`src/rtl/ssr_pkg.sv`:
```
package ssr_pkg;

    typedef enum logic [2:0] {
        ST_INIT_DIS = 3'd0,
        ST_SOFT     = 3'd1,
        ST_RUN      = 3'd2,
        ST_OVLD     = 3'd3,
        ST_F_CHG    = 3'd4,
        ST_F_DIS    = 3'd5
    } ssr_state_e;

    typedef struct packed {
        logic start_chg;
        logic slow_chg;
        logic dis;
        logic clamp;
        logic sw;
    } ssr_en_t;

    typedef struct packed {
        logic good;
        logic above_lo;
        logic at_ref;
        logic at_olp;
        logic at_top;
        logic comp_sat;
        logic trip;
    } ssr_flags_t;

endpackage

```
`src/rtl/ssr_sync.sv`:
```
module ssr_sync #(
    parameter int W      = 1,
    parameter int STAGES = 2
) (
    input  logic         clk,
    input  logic         rst_n,
    input  logic [W-1:0] d,
    output logic [W-1:0] q
);
    generate
        if (STAGES <= 1) begin : g_one
            logic [W-1:0] s_q;
            always_ff @(posedge clk or negedge rst_n) begin
                if (!rst_n) s_q <= '0;
                else        s_q <= d;
            end
            assign q = s_q;
        end else begin : g_many
            logic [STAGES-1:0][W-1:0] s_q;
            always_ff @(posedge clk or negedge rst_n) begin
                if (!rst_n) s_q <= '0;
                else        s_q <= {s_q[STAGES-2:0], d};
            end
            assign q = s_q[STAGES-1];
        end
    endgenerate
endmodule

```
`src/rtl/ssr_fsm.sv`:
```
module ssr_fsm
    import ssr_pkg::*;
#(
    parameter int RESTART_CYCLES = 4
) (
    input  logic       clk,
    input  logic       rst_n,
    input  ssr_flags_t flg,
    output ssr_state_e state
);
    localparam int CW = (RESTART_CYCLES < 2) ? 1 : $clog2(RESTART_CYCLES + 1);
    localparam logic [CW-1:0] LAST = CW'(RESTART_CYCLES - 1);

    typedef struct packed {
        ssr_state_e    st;
        logic [CW-1:0] cnt;
    } fsm_t;

    fsm_t cur_q, nxt_d;

    always_comb begin
        nxt_d = cur_q;
        if (!flg.good) begin
            nxt_d.st  = ST_INIT_DIS;
            nxt_d.cnt = '0;
        end else begin
            unique case (cur_q.st)
                ST_INIT_DIS: if (!flg.above_lo) nxt_d.st = ST_SOFT;
                ST_SOFT: begin
                    if (flg.trip)        nxt_d.st = ST_F_CHG;
                    else if (flg.at_ref) nxt_d.st = ST_RUN;
                end
                ST_RUN: begin
                    if (flg.trip)          nxt_d.st = ST_F_CHG;
                    else if (flg.comp_sat) nxt_d.st = ST_OVLD;
                end
                ST_OVLD: begin
                    if (flg.trip || flg.at_olp) nxt_d.st = ST_F_CHG;
                    else if (!flg.comp_sat)     nxt_d.st = ST_RUN;
                end
                ST_F_CHG: if (flg.at_top) nxt_d.st = ST_F_DIS;
                ST_F_DIS: begin
                    if (!flg.above_lo) begin
                        if (cur_q.cnt == LAST) begin
                            nxt_d.st  = ST_SOFT;
                            nxt_d.cnt = '0;
                        end else begin
                            nxt_d.st  = ST_F_CHG;
                            nxt_d.cnt = cur_q.cnt + 1'b1;
                        end
                    end
                end
                default: nxt_d.st = ST_INIT_DIS;
            endcase
        end
    end

    always_ff @(posedge clk or negedge rst_n) begin
        if (!rst_n) begin
            cur_q.st  <= ST_INIT_DIS;
            cur_q.cnt <= '0;
        end else begin
            cur_q <= nxt_d;
        end
    end

    assign state = cur_q.st;

    a_r1_supply_loss: assert property (@(posedge clk) disable iff (!rst_n)
        !flg.good |=> (cur_q.st == ST_INIT_DIS && cur_q.cnt == '0));
    a_r2_ref_to_run: assert property (@(posedge clk) disable iff (!rst_n)
        (flg.good && cur_q.st == ST_SOFT && !flg.trip && flg.at_ref) |=> cur_q.st == ST_RUN);
    a_r5_olp_trip: assert property (@(posedge clk) disable iff (!rst_n)
        (flg.good && cur_q.st == ST_OVLD && flg.at_olp) |=> cur_q.st == ST_F_CHG);
    a_r6_trip_now: assert property (@(posedge clk) disable iff (!rst_n)
        (flg.good && flg.trip && (cur_q.st == ST_SOFT || cur_q.st == ST_RUN || cur_q.st == ST_OVLD))
        |=> cur_q.st == ST_F_CHG);
    a_r8_cnt_range: assert property (@(posedge clk) disable iff (!rst_n)
        cur_q.cnt <= LAST);
    a_r8_restart: assert property (@(posedge clk) disable iff (!rst_n)
        (flg.good && cur_q.st == ST_F_DIS && !flg.above_lo && cur_q.cnt == LAST) |=> cur_q.st == ST_SOFT);
    a_r9_sat_ignored: assert property (@(posedge clk) disable iff (!rst_n)
        (flg.good && cur_q.st == ST_SOFT && !flg.trip && !flg.at_ref) |=> cur_q.st == ST_SOFT);
endmodule

```
`src/rtl/ssr_outdec.sv`:
```
module ssr_outdec
    import ssr_pkg::*;
(
    input  ssr_state_e state,
    output ssr_en_t    en
);
    always_comb begin
        en = '0;
        unique case (state)
            ST_INIT_DIS: en.dis = 1'b1;
            ST_SOFT: begin
                en.start_chg = 1'b1;
                en.sw        = 1'b1;
            end
            ST_RUN: begin
                en.clamp = 1'b1;
                en.sw    = 1'b1;
            end
            ST_OVLD: begin
                en.slow_chg = 1'b1;
                en.sw       = 1'b1;
            end
            ST_F_CHG: en.slow_chg = 1'b1;
            ST_F_DIS: en.dis      = 1'b1;
            default:  en.dis      = 1'b1;
        endcase
    end
endmodule

```
`src/rtl/ss_restart_seq.sv`:
```
module ss_restart_seq
    import ssr_pkg::*;
#(
    parameter int NFAULT         = 3,
    parameter int SYNC_STAGES    = 2,
    parameter int RESTART_CYCLES = 4
) (
    input  logic              clk,
    input  logic              rst_n,
    input  logic              supply_good,
    input  logic              ss_above_lo,
    input  logic              ss_at_ref,
    input  logic              ss_at_olp,
    input  logic              ss_at_top,
    input  logic              comp_sat,
    input  logic              short_det,
    input  logic [NFAULT-1:0] fault_in,
    output logic              start_chg_en,
    output logic              slow_chg_en,
    output logic              dis_en,
    output logic              clamp_en,
    output logic              sw_en
);
    localparam int NFLAG = 7;
    localparam int SW    = NFLAG + NFAULT;

    logic [SW-1:0] raw, syn;
    ssr_flags_t    flg;
    ssr_state_e    state;
    ssr_en_t       en;

    assign raw = {supply_good, ss_above_lo, ss_at_ref, ss_at_olp, ss_at_top,
                  comp_sat, short_det, fault_in};

    ssr_sync #(.W(SW), .STAGES(SYNC_STAGES)) u_sync (
        .clk(clk), .rst_n(rst_n), .d(raw), .q(syn)
    );

    assign flg.good     = syn[SW-1];
    assign flg.above_lo = syn[SW-2];
    assign flg.at_ref   = syn[SW-3];
    assign flg.at_olp   = syn[SW-4];
    assign flg.at_top   = syn[SW-5];
    assign flg.comp_sat = syn[SW-6];
    assign flg.trip     = syn[SW-7] | (|syn[NFAULT-1:0]);

    ssr_fsm #(.RESTART_CYCLES(RESTART_CYCLES)) u_fsm (
        .clk(clk), .rst_n(rst_n), .flg(flg), .state(state)
    );

    ssr_outdec u_dec (.state(state), .en(en));

    assign start_chg_en = en.start_chg;
    assign slow_chg_en  = en.slow_chg;
    assign dis_en       = en.dis;
    assign clamp_en     = en.clamp;
    assign sw_en        = en.sw;

    a_r10_one_source: assert property (@(posedge clk) disable iff (!rst_n)
        $onehot0({start_chg_en, slow_chg_en, dis_en, clamp_en}));
    a_r7_no_sw_while_dis: assert property (@(posedge clk) disable iff (!rst_n)
        dis_en |-> !sw_en);
    a_r3_sw_kept_in_ovld: assert property (@(posedge clk) disable iff (!rst_n)
        (state == ST_OVLD) |-> (sw_en && !clamp_en));
endmodule

```
`config.mk`:
```
export PLATFORM = sky130hd
export DESIGN_NAME = ss_restart_seq
export DESIGN_NICKNAME = d
export VERILOG_FILES = /design/src/rtl/ssr_pkg.sv /design/src/rtl/ssr_sync.sv /design/src/rtl/ssr_fsm.sv /design/src/rtl/ssr_outdec.sv /design/src/rtl/ss_restart_seq.sv
export SDC_FILE = /design/constraint.sdc
export NUM_CORES = 1
export LEC_CHECK = 0
export ABC_AREA = 1
export BUFFER_PORTS_ARGS = -buffer_cell sky130_fd_sc_hd__buf_4
export CAP_MARGIN = 0
export CORE_AREA = 4 4 42 59
export CTS_CLUSTER_DIAMETER = 200
export DETAILED_ROUTE_END_ITERATION = 10
export DIE_AREA = 0 0 46 63
export GPL_ROUTABILITY_DRIVEN = 0
export PLACE_DENSITY = 0.81
export SETUP_SLACK_MARGIN = 0.02
export SLEW_MARGIN = 0
export SYNTH_ARGS = -nofsm -noshare
export SYNTH_HDL_FRONTEND = slang
export SYNTH_SLANG_ARGS = --single-unit
```
`constraint.sdc`:
```
create_clock -name clk -period 1.9 [get_ports clk]
set_input_delay 0 -clock clk [delete_from_list [all_inputs] [get_ports clk]]
set_output_delay 0 -clock clk [all_outputs]
set_load 0.02 [all_outputs]
```
==> results.tsv <==
stage	metric	value	unit
outcome	status	finished, final reports clean	
sta	min_period	1.57	ns
floorplanning	die_height	63	microns
final_layout	drive_gt1_share	27.9	%
sta	fin_worst_skew	0.00831	ns
floorplanning	chipWidth	46	microns
sta	setup_violations	0	
grt	grt_pass1_wl	3170	microns
detailed_routing	drt_first_iter_violations	13	
pwr	pwr-share-clk	27.0	%
grt	first_global_vias	793	
clock_network	cts_setup_buffers	0	
critical_path	cp-end-kind	output pin	
pwr	total_power	1350	uW
sta	worst_pin_slew	0.306	ns
pwr	power_frac_seq	47.7	%
yosys	synthArstFlopShare	100	%
sta	relSlewSlack	79.6	%
sta	max_freq	637	MHz
hold_path	hold_class	input pin to async pin	
floorplanning	die_area	2900	sq um
yosys	yosys_warnings	0	
clock_network	clock_path_buffers	2	
critical_path	max_stage_delay	0.50	ns
final_layout	stdcell_area	1340	sq um
detailed_routing	drt_pass1_iterations	4	
job	cap_violations	0	
pwr	leakagePower	0.000673	uW
yosys	ys_top_cells_by_area	dfrtp_1 63%, nand2_1 6.1%, nor2_1 5.8%	
detailed_routing	post-route-drc-count	0	
critical_path	crit_arrival	1.57	ns
clock_network	htreeDepth	1	
yosys	synth_seq_cells	26	
clock_network	root_buffer	clkbuf_4	
pwr	swShare	29.2	%
yosys	synthFlopType	dfrtp_1	
yosys	synth_area	1040	sq um
critical_path	crit_chain	nand2_1 > nor2_2 > or2_2 > nor2_1 > buf_4	
floorplanning	row_count	19	
yosys	yosysTopAreaCellShare	62.6	%
critical_path	critPathKind	register to output pin	
yosys	synth.distinct_cells	22	
grt	grt_max_degree	27	
place	dpl_cell_area	1170	sq um
place	hpwl	1320	microns
detailed_routing	postRouteAntennaNets	0	
detailed_routing	wl_per_cell	11.9	microns
grt	antenna_found_initial	0	
place	io_buffer_count	16	
sta	min_period_over_period	82.6	%
critical_path	worstPathRequired	1.90	ns
floorplanning	core_area	1950	sq um
final_layout	post-route-util	68.6	%
critical_path	crit_path_start_kind	register	
sta	slew_violations	0	
final_layout	nNetsFinal	143	
sta	rsz0062_at_grt	no	
yosys	yosysMostFrequentCell	dfrtp_1	
yosys	synth-edff-count	0	
pwr	p_comb_share	25.3	%
clock_network	cts_buffers	3	
sta	fin_setup_tns	0	ns
yosys	syn_area_per_cell	10.5	sq um
detailed_routing	num_vias	742	
yosys	syn-num-nets	112	
critical_path	worst_path_max_delay_cell	dfrtp_1	
grt	track_usage	15.0	%
sta	hold_viol	0	
grt	globalRouteOverflowTotal	0	
floorplanning	ios	17	
pwr	internal_power	952	uW
yosys	ys_top_cells_by_count	26 x dfrtp_1, 17 x nand2_1, 16 x nor2_1	
clock_network	clock_latency	0.31	ns
yosys	synth_top_area_cell	dfrtp_1	
clock_network	clk_pin_slew	0.13	ns
pwr	power.switching	393	uW
final_layout	antenna_cells	0	
detailed_routing	routed_wl	1790	microns
floorplanning	initial_utilization	53.3	%
yosys	yosysSeqAreaShare	62.6	%
detailed_routing	vias_per_cell	4.95	
yosys	synthesis.instances	99	
pwr	powerDensity	1010	nW/um^2
clock_network	cts_tree	yes	
final_layout	finalNonFillerCells	150	
critical_path	worst-path-max-fanout	8	
final_layout	area_growth	28.6	%
place	placed_cells	135	
clock_network	cts.sinks	26	
pwr	irDropWorstVdd	733	uV
[final timing paths]
path | startpoint | endpoint | slack (ns) | cells after the start
worst max-delay path | u_fsm.state[0] | dis_en | 0.33 | 5
worst min-delay path | rst_n | u_sync.q[5] | 0.09 | 2
worst max register to register | u_fsm.state[0] | u_fsm.cur_q[0] | 0.53 | 4
worst min register to register | u_sync.g_many.s_q[5] | u_sync.q[5] | 0.36 | 0
max in group asynchronous | rst_n | u_sync.q[7] | 1.57 | 2
min in group clk | fault_in[2] | u_sync.g_many.s_q[2] | 0.32 | 2
[final cells by class]
cell class / count / area [sq um]
Clock buffer: 3 / 22.5
Clock inverter: 1 / 30.0
Fill cell: 148 / 612
Inverter: 11 / 41.3
Multi-Input combinational cell: 61 / 337
Sequential cell: 26 / 651
Tap cell: 21 / 26.3
Timing Repair Buffer: 27 / 230
[layout by cell type, fill, tap and decap left out]
cell type	count
a21o_2	1
nor3_2	1
nand2_4	1
o21ai_1	2
nand2_1	17
bufinv_16	1
buf_4	16
or2_2	1
inv_1	7
nand3_2	5
clkbuf_4	3
a21oi_1	3
ha_1	1
o21ai_0	2
nand4_1	1
nor2_1	16
a211oi_1	1
inv_2	4
nor2_4	1
nor2_2	1
nand3_1	4
nand3_4	1
nor3_1	2
dfrtp_1	26
dlygate4sd3_1	11
[per-stage QoR]
stage / setup slack (ns) / hold WS [ns]
after floorplan: 0.630 / -0.296
after global placement: 0.659 / -0.0923
after detailed placement: 0.585 / -0.0841
after CTS: 0.316 / 0.0940
after global routing: 0.227 / 0.128
final: 0.330 / 0.0936
[per-layer routing]
| layer | part of all wire, % | vias up | GRT usage [%] |
|---|---|---|---|
| li1 | - | 374 | - |
| met1 | 39 | 347 | 16.2 |
| met5 | 0 | - | 0 |
| met2 | 56 | 19 | 25.7 |
| met4 | 0.78 | 0 | 8.90 |
| met3 | 4.0 | 2 | 2.31 |
[worst max-delay path, delay by kind of cell (launching register included)]
family	cells	cell delay (ns)
and+or+nand+nor	4	0.60
DFF	1	0.50
buffers and inverters	1	0.15
[sequential cells by signal (all words and copies together), names as in the netlist]
signal,count
u_sync.g_many.s_q,10
u_sync.q,10
u_fsm.cur_q,3
u_fsm.state,3
[kinds of logic after synthesis]
family | share of synthesized area [%]
buf+inv | 5.05
flops | 62.6
compound gates | 4.93
simple gates | 26.2
fa+ha+maj | 1.20
[repair_timing]
| item | 4_1_cts | 5_1_grt |
|---|---|---|
| hold buffers | 11 | 0 |
| hold endpoints to repair | 36 | 0 |
| gates resized for setup | 0 | 0 |
[power by group through the flow]
stage                     registers (uW)  logic, uW  clock network (uW)
after floorplan                      629        242                   0
after global placement               647        314                   0
after detailed placement             651        328                   0
after CTS                            641        346                 374
after global routing                 648        385                 396
final                                642        341                 363
No activity file was read; power rests on OpenSTA's default activity.
